==> config.mk <==
export PLATFORM = sky130hd
export DESIGN_NAME = vmac_unit
export DESIGN_NICKNAME = d
export VERILOG_FILES = /design/src/rtl/vmac_pkg.sv /design/src/rtl/vmac_ctrl.sv /design/src/rtl/vmac_dp.sv /design/src/rtl/vmac_unit.sv
export SDC_FILE = /design/constraint.sdc
export NUM_CORES = 2
export LEC_CHECK = 0
export BUFFER_PORTS_ARGS = -buffer_cell sky130_fd_sc_hd__buf_4
export CELL_PAD_IN_SITES_DETAIL_PLACEMENT = 2
export CELL_PAD_IN_SITES_GLOBAL_PLACEMENT = 2
export CORE_MARGIN = 2
export CORE_UTILIZATION = 35
export CTS_BUF_LIST = sky130_fd_sc_hd__clkbuf_4
export DETAILED_ROUTE_END_ITERATION = 10
export PLACE_DENSITY = 0.82
export SLEW_MARGIN = 20
export SYNTH_ARGS = -nofsm -noshare
export SYNTH_HDL_FRONTEND = slang
export SYNTH_HIERARCHICAL = 1
export SYNTH_SLANG_ARGS = --single-unit
==> constraint.sdc <==
create_clock -name clk -period 22.4 [get_ports clk]
set_input_delay 6.72 -clock clk [delete_from_list [all_inputs] [get_ports clk]]
set_output_delay 6.72 -clock clk [all_outputs]
set_load 0.01 [all_outputs]
==> src/rtl/vmac_pkg.sv <==
package vmac_pkg;

  // instruction field positions (fixed by the encoding)
  localparam int unsigned F_MODE_LO = 28;
  localparam int unsigned F_CNT_LO  = 24;
  localparam int unsigned F_RND     = 23;
  localparam int unsigned F_OP_LO   = 21;
  localparam int unsigned F_SRCA_LO = 14;
  localparam int unsigned F_DST_LO  = 7;
  localparam int unsigned F_SRCB_LO = 0;

  typedef enum logic [1:0] {
    OP_MUL  = 2'd0,
    OP_DOT  = 2'd1,
    OP_SAXP = 2'd2,
    OP_BAD  = 2'd3
  } opKind_e;

  // decoded, latched configuration of the running instruction
  typedef struct packed {
    logic       wide;   // full-width A operand
    logic [1:0] shSel;  // shift select: 0, 1, 2 -> 0, 8, 16
    logic       rnd;
    opKind_e    op;
  } mulCfg_t;

  // per-cycle strobes from control to datapath
  typedef struct packed {
    logic active;
    logic first;
    logic last;
  } dpStrobe_t;

endpackage

==> src/rtl/vmac_ctrl.sv <==
module vmac_ctrl
  import vmac_pkg::*;
#(
  parameter int unsigned IDX_W = 7,
  parameter int unsigned CNT_W = 4
) (
  input  logic             clk,
  input  logic             rstN,
  input  logic             instrValid,
  input  logic [31:0]      instrWord,
  output logic             instrReady,
  output logic             illegalOp,
  output mulCfg_t          cfg,
  output dpStrobe_t        strobe,
  output logic [IDX_W-1:0] rdAddrA,
  output logic [IDX_W-1:0] rdAddrB,
  output logic             wrEn,
  output logic [IDX_W-1:0] wrAddr
);

  logic             active;
  logic [CNT_W-1:0] elemIdx;
  logic [CNT_W-1:0] lastIdx;
  logic [IDX_W-1:0] baseA, baseB, baseD;
  mulCfg_t          cfgQ;

  logic [3:0] modeF;
  logic [1:0] opF;
  logic       legal;
  logic       accept;
  logic       isLast;

  assign modeF  = instrWord[F_MODE_LO +: 4];
  assign opF    = instrWord[F_OP_LO +: 2];
  assign legal  = !modeF[3] && (modeF[1:0] != 2'b11) && (opF != 2'b11);
  assign accept = instrValid && !active;
  assign isLast = (elemIdx == lastIdx);

  always_ff @(posedge clk) begin
    if (!rstN) begin
      active    <= 1'b0;
      illegalOp <= 1'b0;
      elemIdx   <= '0;
      lastIdx   <= '0;
      baseA     <= '0;
      baseB     <= '0;
      baseD     <= '0;
      cfgQ      <= '0;
    end else begin
      illegalOp <= accept && !legal;
      if (accept && legal) begin
        active  <= 1'b1;
        elemIdx <= '0;
        lastIdx <= instrWord[F_CNT_LO +: CNT_W];
        baseA   <= instrWord[F_SRCA_LO +: IDX_W];
        baseB   <= instrWord[F_SRCB_LO +: IDX_W];
        baseD   <= instrWord[F_DST_LO +: IDX_W];
        cfgQ    <= '{wide:  modeF[2],
                     shSel: modeF[1:0],
                     rnd:   instrWord[F_RND],
                     op:    opKind_e'(opF)};
      end else if (active) begin
        if (isLast) active  <= 1'b0;
        else        elemIdx <= elemIdx + 1'b1;
      end
    end
  end

  assign instrReady = !active;
  assign cfg        = cfgQ;
  assign strobe     = '{active: active, first: (elemIdx == '0), last: isLast};
  assign rdAddrA    = baseA + IDX_W'(elemIdx);
  assign rdAddrB    = baseB + IDX_W'(elemIdx);
  assign wrAddr     = (cfgQ.op == OP_DOT) ? baseD : baseD + IDX_W'(elemIdx);
  assign wrEn       = active && ((cfgQ.op != OP_DOT) || isLast) && (wrAddr != '0);

  // an unsupported word flags once and leaves the unit idle
  p_illegal_flag_r10: assert property (@(posedge clk) disable iff (!rstN)
    (instrValid && instrReady && !legal) |=> (illegalOp && instrReady));

  // a legal word makes the unit busy from the next cycle
  p_busy_after_accept_r1: assert property (@(posedge clk) disable iff (!rstN)
    (instrValid && instrReady && legal) |=> !instrReady);

  // ready returns once the last element has been issued
  p_ready_after_last_r1: assert property (@(posedge clk) disable iff (!rstN)
    (active && isLast) |=> instrReady);

  // elements advance one index per cycle
  p_step_by_one_r5: assert property (@(posedge clk) disable iff (!rstN)
    (active && !isLast) |=> (active && (elemIdx == $past(elemIdx) + 1'b1)));

endmodule

==> src/rtl/vmac_dp.sv <==
module vmac_dp
  import vmac_pkg::*;
#(
  parameter int unsigned DATA_W = 32,
  parameter int unsigned HALF_W = 16,
  parameter int unsigned IDX_W  = 7
) (
  input  logic              clk,
  input  logic              rstN,
  input  mulCfg_t           cfg,
  input  dpStrobe_t         strobe,
  input  logic [IDX_W-1:0]  rdAddrA,
  input  logic [IDX_W-1:0]  rdAddrB,
  input  logic [DATA_W-1:0] rdDataA,
  input  logic [DATA_W-1:0] rdDataB,
  input  logic [HALF_W-1:0] scalarLow,
  output logic [DATA_W-1:0] wrData
);

  localparam int unsigned PROD_W     = DATA_W + HALF_W;
  localparam int unsigned SUM_W      = PROD_W + 1;
  localparam int unsigned SHIFT_STEP = 8;

  logic [DATA_W-1:0] opA, opB, mulA;
  logic [HALF_W-1:0] mulB;
  logic [PROD_W-1:0] prod;
  logic [SUM_W-1:0]  rndBias, rounded, shifted;
  logic [DATA_W-1:0] res, accQ, sumIn, dotSum;
  int unsigned       shAmt;

  // register 0 always reads as zero
  assign opA = (rdAddrA == '0) ? '0 : rdDataA;
  assign opB = (rdAddrB == '0) ? '0 : rdDataB;

  assign mulA = cfg.wide ? opA : {{(DATA_W-HALF_W){1'b0}}, opA[HALF_W-1:0]};
  assign mulB = (cfg.op == OP_SAXP) ? scalarLow : opB[HALF_W-1:0];
  assign prod = PROD_W'(mulA) * PROD_W'(mulB);

  always_comb begin
    shAmt   = 32'(cfg.shSel) * SHIFT_STEP;
    rndBias = (cfg.rnd && (cfg.shSel != 2'd0)) ? ((SUM_W'(1) << shAmt) >> 1) : '0;
    rounded = {1'b0, prod} + rndBias;
    shifted = rounded >> shAmt;
    res     = shifted[DATA_W-1:0];
  end

  assign sumIn  = strobe.first ? '0 : accQ;
  assign dotSum = sumIn + res;

  always_ff @(posedge clk) begin
    if (!rstN)              accQ <= '0;
    else if (strobe.active) accQ <= dotSum;
  end

  always_comb begin
    case (cfg.op)
      OP_DOT:  wrData = dotSum;
      OP_SAXP: wrData = res + opB;
      default: wrData = res;
    endcase
  end

  // with no shift the round request cannot change the product
  p_shift0_exact_r4: assert property (@(posedge clk) disable iff (!rstN)
    (strobe.active && (cfg.shSel == 2'd0)) |-> (res == prod[DATA_W-1:0]));

endmodule

==> src/rtl/vmac_unit.sv <==
module vmac_unit
  import vmac_pkg::*;
#(
  parameter int unsigned DATA_W = 32,
  parameter int unsigned HALF_W = 16,
  parameter int unsigned IDX_W  = 7,
  parameter int unsigned CNT_W  = 4
) (
  input  logic              clk,
  input  logic              rstN,
  input  logic              instrValid,
  output logic              instrReady,
  input  logic [31:0]       instrWord,
  output logic [IDX_W-1:0]  rdAddrA,
  input  logic [DATA_W-1:0] rdDataA,
  output logic [IDX_W-1:0]  rdAddrB,
  input  logic [DATA_W-1:0] rdDataB,
  input  logic [HALF_W-1:0] scalarLow,
  output logic              wrEn,
  output logic [IDX_W-1:0]  wrAddr,
  output logic [DATA_W-1:0] wrData,
  output logic              illegalOp
);

  mulCfg_t   cfg;
  dpStrobe_t strobe;

  vmac_ctrl #(.IDX_W(IDX_W), .CNT_W(CNT_W)) u_ctrl (
    .clk(clk), .rstN(rstN),
    .instrValid(instrValid), .instrWord(instrWord),
    .instrReady(instrReady), .illegalOp(illegalOp),
    .cfg(cfg), .strobe(strobe),
    .rdAddrA(rdAddrA), .rdAddrB(rdAddrB),
    .wrEn(wrEn), .wrAddr(wrAddr)
  );

  vmac_dp #(.DATA_W(DATA_W), .HALF_W(HALF_W), .IDX_W(IDX_W)) u_dp (
    .clk(clk), .rstN(rstN),
    .cfg(cfg), .strobe(strobe),
    .rdAddrA(rdAddrA), .rdAddrB(rdAddrB),
    .rdDataA(rdDataA), .rdDataB(rdDataB),
    .scalarLow(scalarLow), .wrData(wrData)
  );

endmodule

==> out/summary.md, run 1 <==
The flow did not finish. The flow stopped in global routing (5_1_grt). The tool reported: "[ERROR GRT-0232] Routing congestion too high. Check the congestion heatmap in the GUI". The root cell of the clock tree was sky130_fd_sc_hd__clkbuf_4.

In this run the tool buffered the top-level ports with 170 buffer cells. The logs give 35.26% for the effective utilization at floorplan and 99 for the floorplan row count. The clock drives 69 sinks. The tools report the half-perimeter wire length after detailed placement as 122100 um. Clock tree synthesis inserted a total of 9 buffers. The synthesized netlist occupies a cell area of 25640 um2.

Total global routing track utilization: 66.16%. The logs give 0 for the hold buffer count at CTS and 25 for the residual overflow from global routing. The worst endpoint type was a top-level output. Pin placement for this block handled 171 I/O pins. Counting every instance in the synthesized netlist gives 3252. The die extent in y was 274.7 um; the number of nets in the synthesized netlist was 4021.

Entering global routing, the biggest net connects 70 pins. Routability-driven placement finished with a final weighted congestion of 0.9273. The run gives 2 as the largest buffer count on any clock path.

CTS built an H-tree with a depth of 3. The die is 274.7 um wide. The average cell area after synthesis is 7.884 um2. When the global-route repair_timing finished, the worst setup path ended at wrData[29]. Summing all placed instances gives a cell area of 32490 um2.

Yosys printed 6 warnings.
==> metrics by stage <==
stage               cells  setup WS [ns]
global placement     4831         -1.219
floorplan            3252       -0.09945
detailed placement   4831         -2.160
CTS                  4935         -1.419
==> metal layers <==
metal | overflow | global-route usage, %
met4 | 13 | 69.68
met3 | 0 | 42.84
met2 | 12 | 89.59
met5 | 0 | 13.28
met1 | 0 | 64.71
==> repair_timing <==
action	4_1_cts
setup endpoints to repair	27
resized for setup	349
pin swaps	142
endpoints found under the hold margin	0
buffers inserted	90
==> inputs of run 2 (changes only) <==
--- a/config.mk
+++ b/config.mk
@@ -6,13 +6,10 @@
 export NUM_CORES = 2
 export LEC_CHECK = 0
 export BUFFER_PORTS_ARGS = -buffer_cell sky130_fd_sc_hd__buf_4
-export CELL_PAD_IN_SITES_DETAIL_PLACEMENT = 2
-export CELL_PAD_IN_SITES_GLOBAL_PLACEMENT = 2
 export CORE_MARGIN = 2
 export CORE_UTILIZATION = 35
-export CTS_BUF_LIST = sky130_fd_sc_hd__clkbuf_4
 export DETAILED_ROUTE_END_ITERATION = 10
-export PLACE_DENSITY = 0.82
+export PLACE_DENSITY_LB_ADDON = 0.15
 export SLEW_MARGIN = 20
 export SYNTH_ARGS = -nofsm -noshare
 export SYNTH_HDL_FRONTEND = slang
==> constraint.sdc (replaced) <==
create_clock -name clk -period 29.1 [get_ports clk]
set_input_delay 8.73 -clock clk [delete_from_list [all_inputs] [get_ports clk]]
set_output_delay 8.73 -clock clk [all_outputs]
set_load 0.01 [all_outputs]
==> run 2 against run 1 <==
Compared with the run above: the flow now finishes without violations; area after synthesis unchanged; synthesized cell count unchanged.
==> out/summary.md, run 2 <==
On the worst path, the slowest cell contributes a delay of 0.58 ns. The first detailed-routing pass ran for 6 iterations. The die width is 274.7 um (unchanged). The top register by number of flip-flops is u_dp/accQ. The tools report the floorplan die area as 75430 um2. Across every metal layer, demand over resource in global routing totals 24.25%.

Relative to the synthesized area, the layout overhead comes to 11.41%. Wires add up to 89020 um. Of the available clock period, the critical path in the final layout requires 97.68%. The tightest hold path in the finished design has a slack of 0.4675 ns. After detailed routing, no signal wire sits above met4. The yosys synthesis warning count was 6 (unchanged); the number of standard cells after synthesis was 3252 (unchanged). The die extent in y is 274.7 um (unchanged). The tools report the hold buffer count at CTS as 0 (unchanged).

Among all stages on the critical path, the largest delay is contributed by sky130_fd_sc_hd__fa_1. The total CTS buffers came out at 9 (unchanged). For the wire length of the first global-routing pass, the log shows 139200 um.

The worst path needs 28.42 ns of the cycle, external delays included. The tools report the residual overflow from global routing as 0. The tools report the count of nets after finishing as 4137.

Dividing the detail-routed wire length by the instance count gives 20.55 um. Power spread over the standard cell area amounts to 36.99 nW/um2. For the minimum setup slack after placement, the log shows 0.4350 ns (was -2.160 ns). The half-perimeter wire length after detailed placement is 74350 um (was 122100 um).

For the accumulated negative setup slack, the log shows 0 ns. Derived from the worst setup path, the maximum achievable clock frequency is 0.03518 GHz. The later pin in the worst-skew pair is clocked with a latency of 0.36 ns. The type of the setup path with the least slack was in -> out. The tools report the floorplan row count as 99 (unchanged). The flow ran to the end, and the final reports show no timing, DRC or antenna violations.

The tools report the root cell of the clock tree as sky130_fd_sc_hd__clkbuf_16 (was sky130_fd_sc_hd__clkbuf_4). The number of maximum-capacitance constraint violations came out at 0. 0 antenna diodes ended up in the layout. The tools report the total number of vias as 22064. The least setup slack across all paths after layout came out at 0.6765 ns. The filler cells instantiated in the layout total 7655. In the final routing, the length of wire on met1 measures 40320 um. The number of slew-limit violations in the final report is 0, and the data required time of the critical path is 20.37 ns. Setup repair after global routing left no endpoint under its margin. The count of input and output buffers is 170 (unchanged). In this run, the number of DRC markers left after iteration 0 of detailed routing was 1312. Leaving out fill and tap cells, the most frequent cell in the layout is sky130_fd_sc_hd__inv_1. The average cell area after synthesis works out to 7.884 um2 (unchanged). Tracing the worst setup path back leads to its startpoint at rdDataB[4]. STA classifies the critical path startpoint as an input pin. The number of sinks on the clock net was 69 (unchanged).

The worst hold path begins at u_ctrl/baseA[0]. The largest buffer count on any clock path is 2 (unchanged), and the worst clock skew on the final layout is 0.007272 ns. Summed over all cells, the static leakage comes to 14.05 nW. For the deepest level of the CTS H-tree, the log shows 3 (unchanged).

In this design, the critical path's most frequently occurring cell is sky130_fd_sc_hd__fa_1. For the post-route DRC violation count, the log shows 0. The path class of the lowest-slack min-delay path was reg -> reg. The worst pin sits at a relative slew slack of 41.49%. The number of global-route vias before repair came out at 23027. Setup violations remaining at the end of the flow were counted as 0.

The post-synth design cell area came out at 25640 um2 (unchanged). The effective utilization at floorplan is 35.26% (unchanged). The worst-case IR drop observed on VDD is 0.00003917 V.

The total count of hold-check failures in the final report is 0. Summed over all nets, wire length on met2 after detailed routing comes to 41630 um. At the worst endpoint, the arrival time is 19.69 ns. The number of flip-flops in the largest register came out at 32.

For the pin with the worst max-slew slack, the measured transition is 0.8744 ns. In the layout the commonest cells are 586 x sky130_fd_sc_hd__inv_1, 526 x sky130_fd_sc_hd__nand2_1, 427 x sky130_fd_sc_hd__fa_1. The number of antenna violations at the first check in global routing is 1. The number of vias per cell after detailed routing is 5.093, and the final weighted congestion of routability-driven global placement is 0.9151 (was 0.9273). The tools report the number of primary I/O pins as 171 (unchanged). STA classifies the critical path endpoint as an output port.

In this run the worst path has a maximum fanout of 10. The worst register-to-register path begins at u_ctrl/elemIdx[1]. TritonCTS built the clock tree. The run gives 4769 um as the length of routed met3 wiring. The reg2reg setup slack was 15.64 ns.

The logs give 72710 um2 for the standard cell core area and 4021 (unchanged) for the number of nets in the synthesized netlist. The register clock-pin slew on the reported worst setup and hold paths was 0.06 ns; the antenna violation net count after detailed routing was 0. Share of cells above drive strength 1: 10.05%. Entering global routing, the biggest net connects 70 pins.
-- run 2: area by class of cell --
cell class | instances | area, um2 | share of cell area [%]
inverters | 588 | 2207 | 7.727
well taps | 959 | 1200 | 4.201
flip-flops and latches | 69 | 1383 | 4.840
multi-input cells | 2442 | 21530 | 75.36
repair buffers | 258 | 1953 | 6.838
clock buffers | 9 | 225.2 | 0.7885
clock inverters | 7 | 68.82 | 0.2409
-- run 2: worst paths after layout --
path | to | depth (start not counted)
setup reg to reg | u_dp/accQ[28] | 50
hold / removal | u_ctrl/baseA[0] | 2
setup / recovery | wrData[31] | 41
hold reg to reg | u_ctrl/baseA[0] | 2
-- run 2: repair_timing --
action	in CTS	in global routing
gates resized for setup	0	8
buffers inserted	0	3
hold endpoints to repair	0	0
setup endpoints to repair	0	7
-- run 2: worst max-delay path: cells and delay by family --
| family | cells | cell delay (ns) |
|---|---|---|
| adder cells (fa/ha/maj) | 8 | 3.72 |
| XOR/XNOR | 2 | 0.61 |
| AND/OR/NAND/NOR | 11 | 1.76 |
| buffers and inverters | 5 | 0.63 |
| AO/OA/AOI/OAI | 14 | 4.10 |
| multiplexers | 1 | 0.12 |
-- run 2: power by group --
group	internal, mW	switching [mW]	leakage, nW	total [mW]
registers	0.0985	0.00276	0.559	0.101
clock network	0.0598	0.0528	0.137	0.113
logic	0.309	0.534	13.4	0.843
-- run 2: through the flow --
| stage | power [mW] | util, % | cells | instance area (um2) |
|---|---|---|---|---|
| after floorplan | 0.6381 | - | 3252 | 25640 |
| after global placement | 0.9410 | 38.79 | 4313 | 28200 |
| after detailed placement | 0.9280 | 38.79 | 4313 | 28200 |
| after CTS | 1.056 | 39.19 | 4329 | 28500 |
| after global routing | 1.149 | 39.28 | 4332 | 28560 |
| final | 1.057 | 39.28 | 4332 | 28560 |
-- run 2: routing by layer --
| metal | vias up | track usage [%] |
|---|---|---|
| met5 | - | 0 |
| met1 | 10885 | 33.85 |
| li1 | 10473 | - |
| met3 | 99 | 2.234 |
| met4 | 0 | 6.021 |
| met2 | 607 | 40.38 |
No activity file was read; power rests on OpenSTA's default activity.
